===== config.mk =====
export PLATFORM = sky130hd
export DESIGN_NAME = pwm_evt_trig
export DESIGN_NICKNAME = d
export VERILOG_FILES = /design/src/rtl/evt_trig_pkg.sv /design/src/rtl/evt_dir_split.sv /design/src/rtl/evt_source_mux.sv /design/src/rtl/evt_prescale_chan.sv /design/src/rtl/evt_reg_bank.sv /design/src/rtl/pwm_evt_trig.sv
export SDC_FILE = /design/constraint.sdc
export NUM_CORES = 1
export LEC_CHECK = 0
export ABC_AREA = 1
export BUFFER_PORTS_ARGS = -buffer_cell sky130_fd_sc_hd__buf_2
export CAP_MARGIN = 20
export CORE_MARGIN = 2
export CORE_UTILIZATION = 40
export CTS_CLUSTER_DIAMETER = 60
export DETAILED_ROUTE_END_ITERATION = 10
export PLACE_DENSITY = 0.64
export SETUP_SLACK_MARGIN = 0.1
export SYNTH_ARGS = -nofsm -noshare
export SYNTH_HDL_FRONTEND = slang
export SYNTH_HIERARCHICAL = 1
export SYNTH_SLANG_ARGS = --single-unit

===== constraint.sdc =====
create_clock -name clk -period 2.51 [get_ports clk]
set_input_delay 0.753 -clock clk [delete_from_list [all_inputs] [get_ports clk]]
set_output_delay 0.753 -clock clk [all_outputs]
set_load 0.02 [all_outputs]

===== src/rtl/evt_trig_pkg.sv =====
`timescale 1ns/1ps
package evt_trig_pkg;

    localparam int NCH   = 3;
    localparam int SRC_W = 3;
    localparam int PRD_W = 2;
    localparam int FLD_W = 4;

    typedef enum logic [SRC_W-1:0] {
        SRC_NONE   = 3'd0,
        SRC_ZERO   = 3'd1,
        SRC_PERIOD = 3'd2,
        SRC_A_UP   = 3'd3,
        SRC_A_DN   = 3'd4,
        SRC_B_UP   = 3'd5,
        SRC_B_DN   = 3'd6,
        SRC_OFF    = 3'd7
    } src_e;

    typedef enum logic [PRD_W-1:0] {
        CNT0 = 2'd0,
        CNT1 = 2'd1,
        CNT2 = 2'd2
    } cnt_state_e;

    typedef struct packed {
        logic zero;
        logic period;
        logic a_up;
        logic a_dn;
        logic b_up;
        logic b_dn;
    } match_t;

endpackage


===== src/rtl/evt_dir_split.sv =====
`timescale 1ns/1ps
module evt_dir_split
    import evt_trig_pkg::*;
(
    input  logic   zero_i,
    input  logic   period_i,
    input  logic   cmpa_i,
    input  logic   cmpb_i,
    input  logic   up_i,
    output match_t match_o
);

    // Compare strobes are qualified by direction; the others pass through.
    always_comb begin
        match_o.zero   = zero_i;
        match_o.period = period_i;
        match_o.a_up   = cmpa_i && up_i;
        match_o.a_dn   = cmpa_i && !up_i;
        match_o.b_up   = cmpb_i && up_i;
        match_o.b_dn   = cmpb_i && !up_i;
    end

endmodule


===== src/rtl/evt_source_mux.sv =====
`timescale 1ns/1ps
module evt_source_mux
    import evt_trig_pkg::*;
(
    input  match_t           match_i,
    input  logic [SRC_W-1:0] src_i,
    output logic             hit_o
);

    always_comb begin
        hit_o = 1'b0;
        unique case (src_e'(src_i))
            SRC_ZERO:          hit_o = match_i.zero;
            SRC_PERIOD:        hit_o = match_i.period;
            SRC_A_UP:          hit_o = match_i.a_up;
            SRC_A_DN:          hit_o = match_i.a_dn;
            SRC_B_UP:          hit_o = match_i.b_up;
            SRC_B_DN:          hit_o = match_i.b_dn;
            SRC_NONE, SRC_OFF: hit_o = 1'b0;
            default:           hit_o = 1'b0;
        endcase
    end

endmodule


===== src/rtl/evt_prescale_chan.sv =====
`timescale 1ns/1ps
module evt_prescale_chan
    import evt_trig_pkg::*;
#(
    parameter bit HOLD_ON_FLAG = 1'b0
) (
    input  logic             clk,
    input  logic             rst_n,
    input  logic             hit_i,
    input  logic             force_i,
    input  logic             enable_i,
    input  logic [PRD_W-1:0] prd_i,
    input  logic             clr_i,
    output logic             pulse_o,
    output logic             flag_o,
    output logic [PRD_W-1:0] cnt_o
);

    cnt_state_e       state_q;
    cnt_state_e       state_d;
    logic             flag_q;
    logic             pulse_q;
    logic             blocked;
    logic             evt;
    logic             fire;
    logic [PRD_W:0]   cnt_inc;

    // A pending flag stalls the channel only in the holding variant.
    assign blocked = HOLD_ON_FLAG && flag_q;

    // Force and real event merge into a single event.
    assign evt     = (hit_i || force_i) && enable_i
                     && (prd_i != '0) && !blocked;
    assign cnt_inc = {1'b0, state_q} + (PRD_W+1)'(1);
    assign fire    = evt && (cnt_inc >= {1'b0, prd_i});

    // State register
    always_ff @(posedge clk or negedge rst_n) begin
        if (!rst_n) begin
            state_q <= CNT0;
        end else begin
            state_q <= state_d;
        end
    end

    // Transitions: advance or fire
    always_comb begin
        state_d = state_q;
        unique case (state_q)
            CNT0:    if (evt) state_d = fire ? CNT0 : CNT1;
            CNT1:    if (evt) state_d = fire ? CNT0 : CNT2;
            CNT2:    if (evt) state_d = CNT0;
            default: state_d = CNT0;
        endcase
    end

    // Outputs: one-cycle pulse and sticky flag (set beats clear)
    always_ff @(posedge clk or negedge rst_n) begin
        if (!rst_n) begin
            pulse_q <= 1'b0;
            flag_q  <= 1'b0;
        end else begin
            pulse_q <= fire;
            flag_q  <= fire || (flag_q && !clr_i);
        end
    end

    assign pulse_o = pulse_q;
    assign flag_o  = flag_q;
    assign cnt_o   = state_q;

endmodule


===== src/rtl/evt_reg_bank.sv =====
`timescale 1ns/1ps
module evt_reg_bank
    import evt_trig_pkg::*;
#(
    parameter int DATA_W    = 12,
    parameter int ADDR_W    = 5,
    parameter int BASE_ADDR = 25
) (
    input  logic                   clk,
    input  logic                   rst_n,
    input  logic                   bus_wr,
    input  logic [ADDR_W-1:0]      bus_addr,
    input  logic [DATA_W-1:0]      bus_wdata,
    input  logic [NCH-1:0]         flag_i,
    input  logic [NCH*PRD_W-1:0]   cnt_i,
    output logic [DATA_W-1:0]      bus_rdata,
    output logic [NCH*SRC_W-1:0]   src_o,
    output logic [NCH-1:0]         en_o,
    output logic [NCH*PRD_W-1:0]   prd_o,
    output logic [NCH-1:0]         clr_o,
    output logic [NCH-1:0]         frc_o
);

    localparam logic [ADDR_W-1:0] A_SEL = ADDR_W'(BASE_ADDR);
    localparam logic [ADDR_W-1:0] A_PRS = ADDR_W'(BASE_ADDR + 1);
    localparam logic [ADDR_W-1:0] A_FLG = ADDR_W'(BASE_ADDR + 2);
    localparam logic [ADDR_W-1:0] A_CLR = ADDR_W'(BASE_ADDR + 3);
    localparam logic [ADDR_W-1:0] A_FRC = ADDR_W'(BASE_ADDR + 4);

    logic wr_sel;
    logic wr_prs;
    logic wr_clr;
    logic wr_frc;
    logic [NCH*SRC_W-1:0] src_q;
    logic [NCH-1:0]       en_q;
    logic [NCH*PRD_W-1:0] prd_q;

    assign wr_sel = bus_wr && (bus_addr == A_SEL);
    assign wr_prs = bus_wr && (bus_addr == A_PRS);
    assign wr_clr = bus_wr && (bus_addr == A_CLR);
    assign wr_frc = bus_wr && (bus_addr == A_FRC);

    always_ff @(posedge clk or negedge rst_n) begin
        if (!rst_n) begin
            src_q <= '0;
            en_q  <= '0;
            prd_q <= '0;
        end else begin
            if (wr_sel) begin
                for (int c = 0; c < NCH; c++) begin
                    src_q[c*SRC_W +: SRC_W] <= bus_wdata[c*FLD_W +: SRC_W];
                    en_q[c]                 <= bus_wdata[c*FLD_W + SRC_W];
                end
            end
            if (wr_prs) begin
                for (int c = 0; c < NCH; c++) begin
                    prd_q[c*PRD_W +: PRD_W] <= bus_wdata[c*FLD_W +: PRD_W];
                end
            end
        end
    end

    // Write-one strobes act in the cycle of the write
    assign clr_o = wr_clr ? bus_wdata[NCH-1:0] : '0;
    assign frc_o = wr_frc ? bus_wdata[NCH-1:0] : '0;

    always_comb begin
        bus_rdata = '0;
        case (bus_addr)
            A_SEL: begin
                for (int c = 0; c < NCH; c++) begin
                    bus_rdata[c*FLD_W +: SRC_W] = src_q[c*SRC_W +: SRC_W];
                    bus_rdata[c*FLD_W + SRC_W]  = en_q[c];
                end
            end
            A_PRS: begin
                for (int c = 0; c < NCH; c++) begin
                    bus_rdata[c*FLD_W +: PRD_W]         = prd_q[c*PRD_W +: PRD_W];
                    bus_rdata[c*FLD_W + PRD_W +: PRD_W] = cnt_i[c*PRD_W +: PRD_W];
                end
            end
            A_FLG:   bus_rdata[NCH-1:0] = flag_i;
            default: bus_rdata = '0;
        endcase
    end

    assign src_o = src_q;
    assign en_o  = en_q;
    assign prd_o = prd_q;

endmodule


===== src/rtl/pwm_evt_trig.sv =====
`timescale 1ns/1ps
module pwm_evt_trig
    import evt_trig_pkg::*;
#(
    parameter int DATA_W    = 12,
    parameter int ADDR_W    = 5,
    parameter int BASE_ADDR = 25
) (
    input  logic              clk,
    input  logic              rst_n,
    input  logic              ctr_zero,
    input  logic              ctr_period,
    input  logic              cmpa_hit,
    input  logic              cmpb_hit,
    input  logic              cnt_up,
    input  logic              bus_wr,
    input  logic [ADDR_W-1:0] bus_addr,
    input  logic [DATA_W-1:0] bus_wdata,
    output logic [DATA_W-1:0] bus_rdata,
    output logic              irq_pulse,
    output logic              soca_pulse,
    output logic              socb_pulse
);

    match_t               match;
    logic [NCH*SRC_W-1:0] src_w;
    logic [NCH-1:0]       en_w;
    logic [NCH*PRD_W-1:0] prd_w;
    logic [NCH-1:0]       clr_w;
    logic [NCH-1:0]       frc_w;
    logic [NCH-1:0]       hit_w;
    logic [NCH-1:0]       pulse_w;
    logic [NCH-1:0]       flag_w;
    logic [NCH*PRD_W-1:0] cnt_w;

    evt_dir_split u_split (
        .zero_i   (ctr_zero),
        .period_i (ctr_period),
        .cmpa_i   (cmpa_hit),
        .cmpb_i   (cmpb_hit),
        .up_i     (cnt_up),
        .match_o  (match)
    );

    evt_reg_bank #(
        .DATA_W    (DATA_W),
        .ADDR_W    (ADDR_W),
        .BASE_ADDR (BASE_ADDR)
    ) u_regs (
        .clk       (clk),
        .rst_n     (rst_n),
        .bus_wr    (bus_wr),
        .bus_addr  (bus_addr),
        .bus_wdata (bus_wdata),
        .flag_i    (flag_w),
        .cnt_i     (cnt_w),
        .bus_rdata (bus_rdata),
        .src_o     (src_w),
        .en_o      (en_w),
        .prd_o     (prd_w),
        .clr_o     (clr_w),
        .frc_o     (frc_w)
    );

    for (genvar c = 0; c < NCH; c++) begin : g_ch
        evt_source_mux u_mux (
            .match_i (match),
            .src_i   (src_w[c*SRC_W +: SRC_W]),
            .hit_o   (hit_w[c])
        );

        // Channel 0 (interrupt) holds while its flag is pending
        evt_prescale_chan #(
            .HOLD_ON_FLAG ((c == 0) ? 1'b1 : 1'b0)
        ) u_chan (
            .clk      (clk),
            .rst_n    (rst_n),
            .hit_i    (hit_w[c]),
            .force_i  (frc_w[c]),
            .enable_i (en_w[c]),
            .prd_i    (prd_w[c*PRD_W +: PRD_W]),
            .clr_i    (clr_w[c]),
            .pulse_o  (pulse_w[c]),
            .flag_o   (flag_w[c]),
            .cnt_o    (cnt_w[c*PRD_W +: PRD_W])
        );
    end

    assign irq_pulse  = pulse_w[0];
    assign soca_pulse = pulse_w[1];
    assign socb_pulse = pulse_w[2];

endmodule


Word-level counts from Yosys, hierarchy flattened
Cells that the tools add are included.
- bits in registers: 30
- bits of input ports: 25
- output and inout bits: 15
- add/subtract/negate cells: 3
- $lt $le $gt $ge: 3
- equality and inequality tests: 41
- muxes and demuxes: 25
- reductions and logical operators: 47
- operator list (kind ; count):
    $eq 3x3->1 const B ; 12
    $eq 5x5->1 const B ; 5
    $mux 2 ; 12
    $logic_and 1x1->1 ; 21
    $pmux 1 s7 ; 3
    $eq 3x2->1 const B ; 6
    $ne 2x1->1 const B ; 9
    $pmux 2 s3 ; 3
    $pmux 9 s2 ; 1
    $add 2x1->3 const B ; 3
    $eq 3x1->1 const B ; 3
    $ge 3x2->1 ; 3
    $logic_not 3->1 ; 3
    $pmux 3 s3 ; 1
    $reduce_and 3->1 ; 3
    $eq 2x1->1 const B ; 3
    $eq 2x2->1 const B ; 3
    $logic_not 2->1 ; 3
    $logic_or 1x1->1 ; 6
    $mux 3 ; 2
    $reduce_bool 2->1 ; 3
    $reduce_or 2->1 ; 3
    $logic_not 1->1 ; 5
    $mux 1 ; 3

Depth between registers and ports, before layout
- depth in word-level cells: 11
- gate-level depth with buffers: 14

Modules after synthesis
Netlist, hierarchy kept.
- by module, submodules not included (module ; times used ; cells an instance ; area each (sq um) ; seq. area each (sq um)):
    evt_reg_bank ; 1 ; 145 ; 1021.0 ; 450.4
    evt_prescale_chan (g_ch[1].u_chan ...) ; 2 ; 36 ; 300.3 ; 100.1
    evt_prescale_chan (g_ch[0].u_chan) ; 1 ; 41 ; 320.3 ; 100.1
    evt_source_mux ; 3 ; 22 ; 85.1 ; 0.0
    evt_dir_split ; 1 ; 10 ; 45.0 ; 0.0

Worst setup path before layout
No wires, ideal clock.
- kind: input to output
- start: input port bus_addr[2]
- end: output port bus_rdata[2]
- arrival time: 1488 ps
- slack: 269 ps
- cell stages on the path: 6
- cells stage by stage: inv_1 nand3_1 nor2_4 buf_6 nand2_1 nand3_1
- word-level cells in the longest chain between the ends: 2
- RTL lines (element ; line ; source):
    start: declaration ; pwm_evt_trig.sv:17 ; input logic [ADDR_W-1:0] bus_addr,
    $eq 5x5->1 ; evt_reg_bank.sv:69 ; case (bus_addr)
    $pmux 3 s3 (*) ; evt_reg_bank.sv:69 ;
    end: declaration ; pwm_evt_trig.sv:19 ; output logic [DATA_W-1:0] bus_rdata,
Every way passes the cells marked *; elsewhere a longest branch is shown, timed or not.

Worst setup path in the final report
- start: input port bus_addr[2]
- end: output port bus_rdata[0]
Same word-level chain as after synthesis.

==> impl_metrics.toml <==
[yosys]
yosys.area.top_type = "dfrtp_1"
synth_fp_nets = 377
ys_seq_area_share_pct = 33.5
synth-edff-count = 0
synth_commonest_cells = "nand2_1 (134), inv_1 (56), nand3_1 (35)"
syn_area_per_cell_um2 = 6.71
synthArstFlopShare_pct = 100
synth.distinct_cells = 21
synthCells = 334
yosys-top-cells-area = "dfrtp_1 (33%), nand2_1 (22%), inv_1 (9.4%), ha_1 (8.4%), nand3_1 (7.8%)"
synth_warnings = 6
synth_ff_type = "dfrtp_1"
ys_ff_latch = 30
synth.cell_area_um2 = 2240
netlist.area_leader.share_pct = 33.5
yosysMostFrequentCell = "nand2_1"

[global_routing]
overflow = 0
busiest_layer = "met2"
antenna_found_initial = 0
grt_pass1_wl_um = 9070
grt_pass1_vias = 1996
grt_max_degree = 31
grtUsageMet3_pct = 4.66
met2_usage_pct = 32.3
grt_usage_pct = 18.7
met1_usage_pct = 23.8

[clocking]
clk_path_buf_depth = 2
clk_latency_ns = 0.29
clockRootBuffer = "clkbuf_8"
clock-sinks = 30
numCtsBuffers = 5
cts-htree-levels = 2
cts_hold_buffers = 0
cts_tree = "yes"
cts.clk_slew.worst_paths_ns = 0.07

[drt]
firstDrtPassIters = 4
vias = 2079
totalWireLength_um = 5530
wire_per_inst_um = 12.2
drc = 0
ant_nets = 0
viasPerCell = 4.60
dr.first_iter.drc_count = 145

[critical_path]
cp_num_buf_inv = 4
cpMostUsedCell = "buf_6"
cp.required_ns = 1.76
endpoint_kind = "output port"
cp_cell_sequence = "buf_6 -> inv_2 -> nand3_4 -> nor2_4 -> clkbuf_16 -> nand2_2 -> nand3_2 -> buf_6"
r2r_cells = 6
cp_max_fo = 6
cp_slowest_cell = "nor2_4"
critPathTopFamily = "buffers and inverters"
cp.depth = 8
path_class = "input port to output port"
setup.worst_path.start = "bus_addr[2]"
slowest_delay_ns = 0.21
r2r-start = "g_ch[1].u_chan/cnt_o[0]$_DFFE_PN0P_"
cp.arrival_ns = 1.64
critPathLaunchType = "input port"

[floorplan]
io_pins = 40
dieWidth_um = 78.9
start_util_pct = 41.0
die_y_um = 78.9
placementRows = 27
core_um2 = 5470
die_area_um2 = 6220

[place]
dp_hpwl_um = 3840
gp_congestion = 0.800
placed_cell_area_um2 = 2500
numPortBuffers = 39
post-place-ws_ns = 0.118

[timing]
min_period_ns = 2.40
setup_viol = 0
tns_ns = 0
rsz0062_at_grt = "no"
worstMarginPinSlew_ns = 0.694
period_share_pct = 95.5
final-hold-violation-count = 0
skew_ns = 0.00574
timing.slew.headroom_pct = 53.8
slew_violations = 0
worst_slack_ns = 0.114
fmax_mhz = 417

[power]
switching_share_pct = 37.1
clockPowerShare_pct = 26.5
p_total_mw = 1.54
p_switching_mw = 0.569
power.density_nw_per_um2 = 549
leakage_nw = 1.61
intPower_mw = 0.966
seqPwrFrac_pct = 44.7
peakVddDrop_mv = 0.265
p_comb_share_pct = 28.8

[worst_hold_path]
hold_class = "input port to async pin"

[outcome]
status = "complete, no violations"

[layout]
final_nets = 422
syn2layout_area_growth_pct = 24.7
n_antenna_cell = 0
drive_above_1_share_pct = 21.6
finalInstanceArea_um2 = 2800

[job]
cap_violations = 0
flip-flops by register name, indices dropped and copies added, names as in the netlist:
register             flops
g_ch.u_chan/cnt_o        6
u_regs/prd_o             6
u_regs/en_o              3
g_ch.u_chan/pulse_o      3
g_ch.u_chan/flag_o       3
u_regs/src_o             9
what timing repair did:
item / CTS / global route
setup buffers: 0 / 2
setup endpoints to repair: 0 / 12
hold endpoints to repair: 0 / 0
gates resized for setup: 0 / 42
kinds of logic after synthesis:
family	synth area share (%)
DFF	33.5
adders and majority gates	11.0
and+or+nand+nor	40.4
buffers and inverters	12.5
AOI/OAI and AO/OA	2.57
per-layer routing:
metal  vias up  share of wire, %
met2        43                48
met1       939                46
li1       1089                 -
met3         8               4.8
met4         0               1.0
met5         -                 0
final cells by class:
class	count	area (um^2)
flip-flops and latches	30	751
multi-input cells	240	1280
repair buffers	46	378
fillers	565	2680
inverters	56	210
clock buffers	7	86.3
clock inverters	1	5.00
well taps	72	90.1
power by group through the flow:
| stage | registers, mW | logic (mW) | clock network, mW |
|---|---|---|---|
| 2_1_floorplan | 0.654 | 0.331 | 0 |
| 3_3_place_gp | 0.690 | 0.417 | 0 |
| 3_5_place_dp | 0.692 | 0.428 | 0 |
| 4_1_cts | 0.684 | 0.429 | 0.419 |
| 5_1_grt | 0.702 | 0.529 | 0.446 |
| 6_report | 0.686 | 0.443 | 0.406 |
metrics by stage:
stage	instances	utilization [%]	hold WS [ns]
after global routing	452	51.1	0.548
after detailed placement	440	45.8	0.504
after floorplan	334	-	0.457
after global placement	440	45.8	0.490
after CTS	448	47.4	0.520
final	452	51.1	0.510
final timing paths:
path,to,slack [ns]
worst max-delay path,bus_rdata[0],0.11
worst min-delay path,g_ch[0].u_chan/flag_o$_DFF_PN0_,0.51
worst max register to register,g_ch[1].u_chan/cnt_o[0]$_DFFE_PN0P_,0.89
worst min register to register,u_regs/src_o[8]$_DFFE_PN0P_,0.51
max in group asynchronous,g_ch[2].u_chan/pulse_o$_DFF_PN0_,1.55
min in group clk,u_regs/src_o[8]$_DFFE_PN0P_,0.51
placed cells by master (no fill, tap or decap), drive strengths merged:
| cell | instances |
|---|---|
| a21boi | 2 |
| nand2 | 137 |
| clkbuf | 9 |
| inv | 56 |
| a21oi | 3 |
| nor2 | 34 |
| buf | 44 |
| or2 | 2 |
| nand3 | 37 |
| clkinv | 1 |
| dfrtp | 30 |
| fa | 3 |
| o21ai | 4 |
| ha | 15 |
| nand4 | 3 |
No activity file was read; power rests on OpenSTA's default activity.
